[src/rtl/sprog_pkg.sv]
package sprog_pkg;

   typedef enum logic [2:0] {
      CMD_NONE   = 3'd0,
      CMD_ENABLE = 3'd1,
      CMD_LOAD   = 3'd2,
      CMD_WRITE  = 3'd3,
      CMD_READ   = 3'd4
   } cmd_kind_e;

   typedef enum logic [1:0] {
      TX_ZERO  = 2'd0,
      TX_ECHO  = 2'd1,
      TX_RDATA = 2'd2
   } tx_sel_e;

   localparam logic [2:0] OPC_READ  = 3'b001;
   localparam logic [2:0] OPC_LOAD  = 3'b010;
   localparam logic [2:0] OPC_WRITE = 3'b110;

   function automatic cmd_kind_e kind_of(input logic [2:0] opc);
      case (opc)
         OPC_READ:  return CMD_READ;
         OPC_LOAD:  return CMD_LOAD;
         OPC_WRITE: return CMD_WRITE;
         default:   return CMD_NONE;
      endcase
   endfunction

endpackage

[src/rtl/sprog_sync.sv]
module sprog_sync #(
   parameter int STAGES = 2
) (
   input  logic clk,
   input  logic rst_n,
   input  logic d,
   output logic q
);
   if (STAGES < 0) begin : g_bad_stages
      $error("sprog_sync: STAGES must not be negative");
   end

   if (STAGES == 0) begin : g_bypass
      assign q = d;
   end else begin : g_chain
      logic [STAGES-1:0] chain;
      always_ff @(posedge clk or negedge rst_n) begin
         if (!rst_n) chain <= '0;
         else if (STAGES == 1) chain <= d;
         else chain <= {chain[STAGES-2:0], d};
      end
      assign q = chain[STAGES-1];
   end
endmodule

[src/rtl/sprog_rx.sv]
module sprog_rx #(
   parameter int BYTE_W      = 8,
   parameter int FRAME_BYTES = 4,
   localparam int FRAME_W    = BYTE_W * FRAME_BYTES,
   localparam int BIT_W      = (BYTE_W > 1) ? $clog2(BYTE_W) : 1,
   localparam int IDX_W      = (FRAME_BYTES > 1) ? $clog2(FRAME_BYTES) : 1
) (
   input  logic               clk,
   input  logic               rst_n,
   input  logic               clr,
   input  logic               rise,
   input  logic               mosi,
   output logic [FRAME_W-1:0] sh_o,
   output logic               byte_done_o,
   output logic [IDX_W-1:0]   byte_idx_o,
   output logic               frame_done_o
);
   logic [BIT_W-1:0] bit_cnt;
   logic [IDX_W-1:0] byte_cnt;

   always_ff @(posedge clk or negedge rst_n) begin
      if (!rst_n) begin
         sh_o         <= '0;
         bit_cnt      <= '0;
         byte_cnt     <= '0;
         byte_done_o  <= 1'b0;
         byte_idx_o   <= '0;
         frame_done_o <= 1'b0;
      end else if (clr) begin
         sh_o         <= '0;
         bit_cnt      <= '0;
         byte_cnt     <= '0;
         byte_done_o  <= 1'b0;
         byte_idx_o   <= '0;
         frame_done_o <= 1'b0;
      end else begin
         byte_done_o  <= 1'b0;
         frame_done_o <= 1'b0;
         if (rise) begin
            sh_o <= {sh_o[FRAME_W-2:0], mosi};
            if (bit_cnt == BIT_W'(BYTE_W - 1)) begin
               bit_cnt     <= '0;
               byte_done_o <= 1'b1;
               byte_idx_o  <= byte_cnt;
               if (byte_cnt == IDX_W'(FRAME_BYTES - 1)) begin
                  byte_cnt     <= '0;
                  frame_done_o <= 1'b1;
               end else begin
                  byte_cnt <= byte_cnt + 1'b1;
               end
            end else begin
               bit_cnt <= bit_cnt + 1'b1;
            end
         end
      end
   end

   // a frame closes only on the last bit of the last byte
   p_frame_end_r9: assert property (@(posedge clk) disable iff (!rst_n)
      frame_done_o |-> (byte_done_o && byte_idx_o == IDX_W'(FRAME_BYTES - 1)));

   // closing the window restarts counting
   p_clear_counts_r10: assert property (@(posedge clk) disable iff (!rst_n)
      clr |=> (bit_cnt == '0 && byte_cnt == '0 && !frame_done_o));

   // one bit per rising edge, never two byte completions back to back
   p_byte_spacing_r2: assert property (@(posedge clk) disable iff (!rst_n)
      byte_done_o |=> !byte_done_o);
endmodule

[src/rtl/sprog_tx.sv]
module sprog_tx #(
   parameter int BYTE_W = 8
) (
   input  logic              clk,
   input  logic              rst_n,
   input  logic              clr,
   input  logic              fall,
   input  logic              load_req,
   input  logic [BYTE_W-1:0] load_val,
   output logic              miso_o
);
   logic [BYTE_W-1:0] tx;
   logic              pend;

   always_ff @(posedge clk or negedge rst_n) begin
      if (!rst_n) begin
         tx   <= '0;
         pend <= 1'b0;
      end else if (clr) begin
         tx   <= '0;
         pend <= 1'b0;
      end else begin
         if (load_req) pend <= 1'b1;
         if (fall) begin
            if (pend) begin
               tx   <= load_val;
               pend <= load_req;
            end else begin
               tx <= {tx[BYTE_W-2:0], 1'b0};
            end
         end
      end
   end

   assign miso_o = tx[BYTE_W-1];

   // the output line moves only on a falling serial edge or a window close
   p_miso_on_fall_r3: assert property (@(posedge clk) disable iff (!rst_n)
      (!fall && !clr) |=> $stable(miso_o));

   // a closed window leaves the line low
   p_miso_quiet_r1: assert property (@(posedge clk) disable iff (!rst_n)
      clr |=> !miso_o);
endmodule

[src/rtl/sprog_target.sv]
module sprog_target
   import sprog_pkg::*;
#(
   parameter int          BYTE_W      = 8,
   parameter int          FRAME_BYTES = 4,
   parameter int          SYNC_STAGES = 2,
   parameter logic [7:0]  EN_OP0      = 8'hAC,
   parameter logic [7:0]  EN_OP1      = 8'h53,
   localparam int         FRAME_W     = BYTE_W * FRAME_BYTES,
   localparam int         ADDR_W      = BYTE_W * (FRAME_BYTES - 2),
   localparam int         IDX_W       = (FRAME_BYTES > 1) ? $clog2(FRAME_BYTES) : 1
) (
   input  logic               clk,
   input  logic               rst_n,
   input  logic               hold_i,
   input  logic               sck_i,
   input  logic               mosi_i,
   output logic               miso_o,
   output logic               cmd_valid_o,
   output logic [2:0]         cmd_kind_o,
   output logic [FRAME_W-1:0] cmd_frame_o,
   output logic               rd_req_o,
   output logic [ADDR_W-1:0]  rd_addr_o,
   input  logic [BYTE_W-1:0]  rd_data_i
);
   if (FRAME_BYTES < 3) begin : g_bad_frame
      $error("sprog_target: FRAME_BYTES must be at least 3");
   end
   if (BYTE_W != 8) begin : g_bad_byte
      $error("sprog_target: enable opcodes assume BYTE_W of 8");
   end

   logic sck_s, mosi_s, sck_d, rise, fall, clr;

   sprog_sync #(.STAGES(SYNC_STAGES)) u_sync_sck (
      .clk(clk), .rst_n(rst_n), .d(sck_i), .q(sck_s));
   sprog_sync #(.STAGES(SYNC_STAGES)) u_sync_mosi (
      .clk(clk), .rst_n(rst_n), .d(mosi_i), .q(mosi_s));

   always_ff @(posedge clk or negedge rst_n) begin
      if (!rst_n) sck_d <= 1'b0;
      else        sck_d <= sck_s;
   end

   assign rise = sck_s & ~sck_d;
   assign fall = ~sck_s & sck_d;
   assign clr  = ~hold_i;

   logic [FRAME_W-1:0] sh;
   logic               byte_done, frame_done;
   logic [IDX_W-1:0]   byte_idx;

   sprog_rx #(.BYTE_W(BYTE_W), .FRAME_BYTES(FRAME_BYTES)) u_rx (
      .clk(clk), .rst_n(rst_n), .clr(clr), .rise(rise), .mosi(mosi_s),
      .sh_o(sh), .byte_done_o(byte_done), .byte_idx_o(byte_idx),
      .frame_done_o(frame_done));

   // frame decode
   logic [BYTE_W-1:0] b0, b1;
   cmd_kind_e         kind;
   logic              en_q;

   assign b0 = sh[FRAME_W-1 -: BYTE_W];
   assign b1 = sh[FRAME_W-BYTE_W-1 -: BYTE_W];

   always_comb begin
      if (b0 == EN_OP0 && b1 == EN_OP1) kind = CMD_ENABLE;
      else if (en_q)                     kind = kind_of(b0[BYTE_W-1 -: 3]);
      else                               kind = CMD_NONE;
   end

   // read opcode seen after the byte before last
   logic [2:0] mid_opc;
   assign mid_opc = sh[(FRAME_BYTES-1)*BYTE_W-1 -: 3];

   tx_sel_e           sel_q;
   logic [BYTE_W-1:0] echo_q;
   logic [BYTE_W-1:0] load_val;

   always_ff @(posedge clk or negedge rst_n) begin
      if (!rst_n) begin
         en_q        <= 1'b0;
         cmd_valid_o <= 1'b0;
         cmd_kind_o  <= '0;
         cmd_frame_o <= '0;
         rd_req_o    <= 1'b0;
         rd_addr_o   <= '0;
         sel_q       <= TX_ZERO;
         echo_q      <= '0;
      end else if (clr) begin
         en_q        <= 1'b0;
         cmd_valid_o <= 1'b0;
         rd_req_o    <= 1'b0;
         sel_q       <= TX_ZERO;
         echo_q      <= '0;
      end else begin
         cmd_valid_o <= 1'b0;
         rd_req_o    <= 1'b0;
         if (frame_done) begin
            if (kind != CMD_NONE) begin
               cmd_valid_o <= 1'b1;
               cmd_kind_o  <= kind;
               cmd_frame_o <= sh;
            end
            if (kind == CMD_ENABLE) en_q <= 1'b1;
         end
         if (byte_done) begin
            echo_q <= sh[BYTE_W-1:0];
            if (byte_idx == IDX_W'(FRAME_BYTES - 1)) begin
               sel_q <= TX_ZERO;
            end else if (byte_idx == IDX_W'(FRAME_BYTES - 2) && en_q &&
                         kind_of(mid_opc) == CMD_READ) begin
               sel_q     <= TX_RDATA;
               rd_req_o  <= 1'b1;
               rd_addr_o <= sh[ADDR_W-1:0];
            end else begin
               sel_q <= TX_ECHO;
            end
         end
      end
   end

   always_comb begin
      case (sel_q)
         TX_ECHO:  load_val = echo_q;
         TX_RDATA: load_val = rd_data_i;
         default:  load_val = '0;
      endcase
   end

   sprog_tx #(.BYTE_W(BYTE_W)) u_tx (
      .clk(clk), .rst_n(rst_n), .clr(clr), .fall(fall),
      .load_req(byte_done), .load_val(load_val), .miso_o(miso_o));

   // nothing but an enable frame is passed on without the enable state
   p_cmd_needs_enable_r6: assert property (@(posedge clk) disable iff (!rst_n)
      (cmd_valid_o && cmd_kind_o != 3'(CMD_ENABLE)) |-> en_q);

   // read requests come only from an enabled state
   p_rdreq_enabled_r8: assert property (@(posedge clk) disable iff (!rst_n)
      rd_req_o |-> en_q);

   // closed window keeps the command outputs quiet
   p_hold_quiet_r1: assert property (@(posedge clk) disable iff (!rst_n)
      !hold_i |=> (!cmd_valid_o && !rd_req_o && !en_q));

   // a pulse never carries the empty kind
   p_kind_defined_r7: assert property (@(posedge clk) disable iff (!rst_n)
      cmd_valid_o |-> (cmd_kind_o != 3'(CMD_NONE)));
endmodule

[config.mk]
export PLATFORM = sky130hd
export DESIGN_NAME = sprog_target
export DESIGN_NICKNAME = d
export VERILOG_FILES = /design/src/rtl/sprog_pkg.sv /design/src/rtl/sprog_sync.sv /design/src/rtl/sprog_rx.sv /design/src/rtl/sprog_tx.sv /design/src/rtl/sprog_target.sv
export SDC_FILE = /design/constraint.sdc
export NUM_CORES = 1
export LEC_CHECK = 0
export ABC_AREA = 1
export CORE_MARGIN = 10
export CORE_UTILIZATION = 58
export DETAILED_ROUTE_END_ITERATION = 16
export PLACE_DENSITY = 0.94
export SLEW_MARGIN = 20
export SYNTH_ARGS = -nofsm -noshare
export SYNTH_HDL_FRONTEND = slang
export SYNTH_SLANG_ARGS = --single-unit
[constraint.sdc]
create_clock -name clk -period 3.7 [get_ports clk]
set_clock_uncertainty 0.05 [all_clocks]
set_input_delay 1.11 -clock clk [delete_from_list [all_inputs] [get_ports clk]]
set_output_delay 1.11 -clock clk [all_outputs]
set_load 0.03 [all_outputs]
## Word-level counts from Yosys, hierarchy flattened

Index checks and enable logic that the tools add are counted.

| word-level totals | value |
|---|---|
| logic and storage cells | 106 |
| output and inout port bits | 54 |
| input bits | 13 |
| register bits after elaboration | 119 |

| cells by class | value |
|---|---|
| bitwise gates (word level) | 5 |
| eq/ne operators | 22 |
| add/sub/neg operators | 2 |
| muxes and demuxes | 50 |
| reductions and logical operators | 8 |

Operators by type and width:

| cell | number |
|---|---|
| 2-to-1 mux 32 bit | 2 |
| 2-to-1 mux 8 bit | 5 |
| 2-to-1 mux 3 bit | 8 |
| 2-to-1 mux 2 bit | 11 |
| 2-to-1 mux 1 bit | 21 |
| one-hot mux 3 bit (3 select lines) | 2 |
| one-hot mux 8 bit (2 select lines) | 1 |
| == test 3 bit (second input constant) | 4 |
| != test 2 x 1 -> 1 bit (second input constant) | 6 |
| == test 3 x 1 -> 1 bit (second input constant) | 3 |
| == test 2 bit (second input constant) | 4 |
| == test 8 x 7 -> 1 bit (second input constant) | 1 |
| == test 8 bit (second input constant) | 1 |
| == test 3 x 2 -> 1 bit (second input constant) | 2 |
| AND reduction 2 bit | 2 |
| AND reduction 4 bit | 1 |
| adder 3 x 1 -> 3 bit (second input constant) | 1 |
| logical AND 1 bit | 3 |
| NOT 1 bit | 3 |
| AND reduction 3 bit | 1 |
| nonzero test 3 bit | 1 |
| adder 2 x 1 -> 2 bit (second input constant) | 1 |
| AND 1 bit | 2 |
| == test 2 x 1 -> 1 bit (second input constant) | 1 |

## Depth between registers and ports, before layout

| depth | value |
|---|---|
| depth in word-level cells | 11 |
| depth in mapped cells | 9 |
| depth with buffers taken out | 8 |

## By module

Synthesis repeated with hierarchy kept, for this count alone.

| second synthesis, totals | value |
|---|---|
| cell total of the unflattened synthesis | 571 |
| area, all modules | 5,071.1 um^2 |

By module, submodules not included:

| module | cells each | area each (um^2) | instances | seq. area each (um^2) |
|---|---|---|---|---|
| sprog_target | 322 | 2,802.7 | 1 | 1,626.6 |
| sprog_rx | 184 | 1,727.9 | 1 | 1,026.0 |
| sprog_tx | 61 | 440.4 | 1 | 225.2 |
| sprog_sync | 2 | 50.0 | 2 | 50.0 |

## Worst setup path before layout

No wires, ideal clock.

| timing path | value |
|---|---|
| path kind | input -> register |
| start | input port hold_i |
| end | register cmd_frame_o[10] |
| path slack | 1,740 ps |
| data arrival time | 1,844 ps |
| buffers on the path | 1 |
| stages on the path | 6 |
| setup time | 66 ps |
| data required time | 3,584 ps |
| cells stage by stage | nand2_1 -> inv_1 -> nand2_2 -> buf_1 -> nand3_1 -> nand2_1 |

| between the ends | value |
|---|---|
| cells in the longest elaborated chain, start to end | 1 |

RTL lines:

| item | line | RTL |
|---|---|---|
| from (decl) | sprog_target.sv:15 | `input logic hold_i,` |
| AND reduction 3 bit (no line) | n/a |  |
| to (signal assigned) | sprog_target.sv:103 | `cmd_frame_o <= sh;` |
| to (decl) | sprog_target.sv:21 | `output logic [FRAME_W-1:0] cmd_frame_o,` |

Every way passes these cells.
A chain may end at the register's enable or synchronous reset.

## Worst setup path in the final report

| timing path | value |
|---|---|
| start | register cmd_frame_o[6] |
| end | output port cmd_frame_o[6] |

No word-level cell between the ends.

==> results.md <==
- Outcome: finished, final reports clean
- MaxCap Viol Count: 0
- # resized after CTS: 0
- Syn Inst Count: 513
- # fillers: 486
- Yosys Warn Count: 0
- CP max stage delay: 0.70 ns
- Initial core utilization: 59.2%
- IO Port Bufs: 66
- Rel. slew slack: a little over two fifths
- # setup viols final: 0
- Worst slew pin tran: 0.860 ns
- Avg Inst Size Synth: 9.43 µm²
- Pwr Density: about 480 nW/µm²
- Fin util: around 75%
- Non-Filler Instances: 700
- Syn Std Cell Area: 4840 µm²
- Top delay family on crit path: buffers and inverters
- CP Launch Type: flip-flop
- H-tree depth: 4
- Antenna violations before repair: 0
- Worst Path Required: 2.54 ns
- # IOs: 67
- Leak Pwr: 3.00 nW
- Routability cong.: 0.859
- CTS tree: built
- Fmax: 357 MHz
- Worst endpoint data arrival time: about 1.6 ns
- Post-route setup TNS: 0 ns
- Worst setup EP type: output port
- Final min period: 2.80 ns
- CTS buffer count: 17
- Die area: 12400 µm²
- Mapped Nets: approximately 530
- Total grt overflow: 0
- Yosys cell types: 27
- Kind of critical path: reg -> out
- Num Clock Sinks: 119
- Via count of the first global-routing pass: 4196
- Total Routing Usage GR: 21.4%
- CTS Hold Bufs: 0
- P&R area growth vs syn: 26.4%
- WL final: 13.3 mm
- Die Width: 111 µm
- DR DRC count: 0
- CP max FO: 2
- Drt first pass iters: 5
- CTS max path bufs: 2
- Clk root buf: clkbuf_8
- Share of post-route cells with drive strength above 1: 8.40%
- Core area: 8180 µm²
- Post-DRT Antenna Nets: 0
- Register bit total from synthesis: about 120
- Unrepaired setup endpoints after global routing: no
- Period utilization: 75.6%
- Cell Area, Placed: 5550 µm²
- DR vias/cell: 5.89
- Initial DRC count: 372
- DP Wirelength: 8.05 mm
- Placed Cells: around 670
- Routed via count: a little over 4k
- Largest net degree at the start of global routing: 63
- Die Ht: 111 µm
- Peak VDD IR: 0.429 mV
- Post-route cell area: 6110 µm²
- # rows: 33
- Clock transition at path regs: ~0.05 ns
- ANT cells: 0
- Clk_lat worst skew: 0.53 ns
- Final Slew Violations: 0
- First-pass GRT wire length: 21.5 mm
- Post-CTS Setup Inserts: 0
- Hold Path Class: reg -> reg
- Final hold slack: 0.298 ns
- CP bufs+invs: 1
- Critical Path, Cell by Cell: clkdlybuf4s50_1
- Count of final hold-check violations: 0
- Routed len/inst: roughly 19 µm
- Crit-path slowest cell: clkdlybuf4s50_1
- Sequential share of the synthesized area: between 60% and 70%
- Final-stage net count: 600
==> kinds of logic after synthesis <==
group / count (synthesis) / synth area share, %
xor+xnor: 1 / 0.181
flops: 119 / 61.6
buf+inv: 78 / 6.99
fa+ha+maj: 5 / 1.29
compound gates: 74 / 8.69
simple gates: 236 / 21.3
==> cell usage after synthesis, drive strengths merged <==
| library cell | count | area, µm² |
|---|---|---|
| nor2 | 24 | 119 |
| dfrtp | 119 | 2980 |
| nand3 | 56 | 293 |
| buf | 12 | 90.1 |
| nand3b | 2 | 15.0 |
| a21oi | 10 | 61.3 |
| o22ai | 26 | 163 |
| ha | 5 | 62.6 |
| clkbuf | 8 | 30.0 |
| o31ai | 1 | 7.51 |
| inv | 58 | 218 |
| nor3 | 3 | 20.0 |
| nand4 | 1 | 6.26 |
| nand2 | 150 | 576 |
| o21ai | 36 | 180 |
| xor2 | 1 | 8.76 |
| a22o | 1 | 8.76 |
==> sequential cells by signal, summed over array words and instances, names as in the netlist, 2 cells and up <==
register                   count
cmd_frame_o                   32
cmd_kind_o                     3
echo_q                         8
rd_addr_o                     16
sel_q                          2
u_rx.bit_cnt                   3
u_rx.byte_cnt                  2
u_rx.byte_idx_o                2
u_rx.sh_o                     32
u_sync_mosi.g_chain.chain      2
u_sync_sck.g_chain.chain       2
u_tx.tx                        8
==> worst paths after layout <==
kind	startpoint	to	slack [ns]	cells after the start
worst max-delay path	cmd_frame_o[6]$_DFFE_PN0P_	cmd_frame_o[6]	0.90	1
worst min-delay path	u_sync_mosi.g_chain.chain[0]$_DFF_PN0_	u_sync_mosi.g_chain.chain[1]$_DFF_PN0_	0.30	0
worst max register to register	u_sync_sck.g_chain.chain[1]$_DFF_PN0_	u_rx.sh_o[20]$_DFFE_PN0P_	1.53	3
worst min register to register	u_sync_mosi.g_chain.chain[0]$_DFF_PN0_	u_sync_mosi.g_chain.chain[1]$_DFF_PN0_	0.30	0
max in group asynchronous	rst_n	u_rx.sh_o[4]$_DFFE_PN0P_	2.20	2
min in group asynchronous	rst_n	cmd_frame_o[1]$_DFFE_PN0P_	0.60	1
==> stage by stage <==
stage                     worst slack, ns  total power, mW
final                               0.902             2.95
after global routing                0.790             3.02
after CTS                           0.906             2.95
after detailed placement            0.569             1.40
after global placement              0.654             1.40
after floorplan                      1.74             1.35
==> routing by layer <==
layer	vias to the layer above	part of all wire [%]	track usage, %
met4	0	3.1	10.2
met3	46	7.9	8.17
met2	255	52	36.3
met1	2027	37	23.0
met5	-	0	0
li1	1796	-	-
==> cells in the final DEF, fill, tap and decap left out, drive strengths merged <==
master	count
nand2	150
dfrtp	119
clkdlybuf4s50	65
inv	59
nand3	56
o21ai	36
o22ai	26
nor2	24
clkbuf	20
a21oi	10
ha	5
clkinv	5
buf	5
clkinvlp	4
nor3	3
nand3b	2
bufinv	2
o31ai	1
a22o	1
nand4	1
xor2	1
==> area by class of cell <==
cell class,instances,area [µm²],share of cell area (%)
repair buffers,70,701,11.5
well taps,105,131,2.15
multi-input cells,316,1520,24.9
clock buffers,20,435,7.13
flip-flops and latches,119,2980,48.7
inverters,58,218,3.56
clock inverters,12,128,2.09
==> where the power goes <==
group          leakage [nW]  internal, mW  switching (mW)
Sequential             1.65          1.31         0.00312
Clock                 0.267         0.972           0.597
Combinational          1.08        0.0182          0.0529
Note: power is estimated with default switching activity, not from simulation.
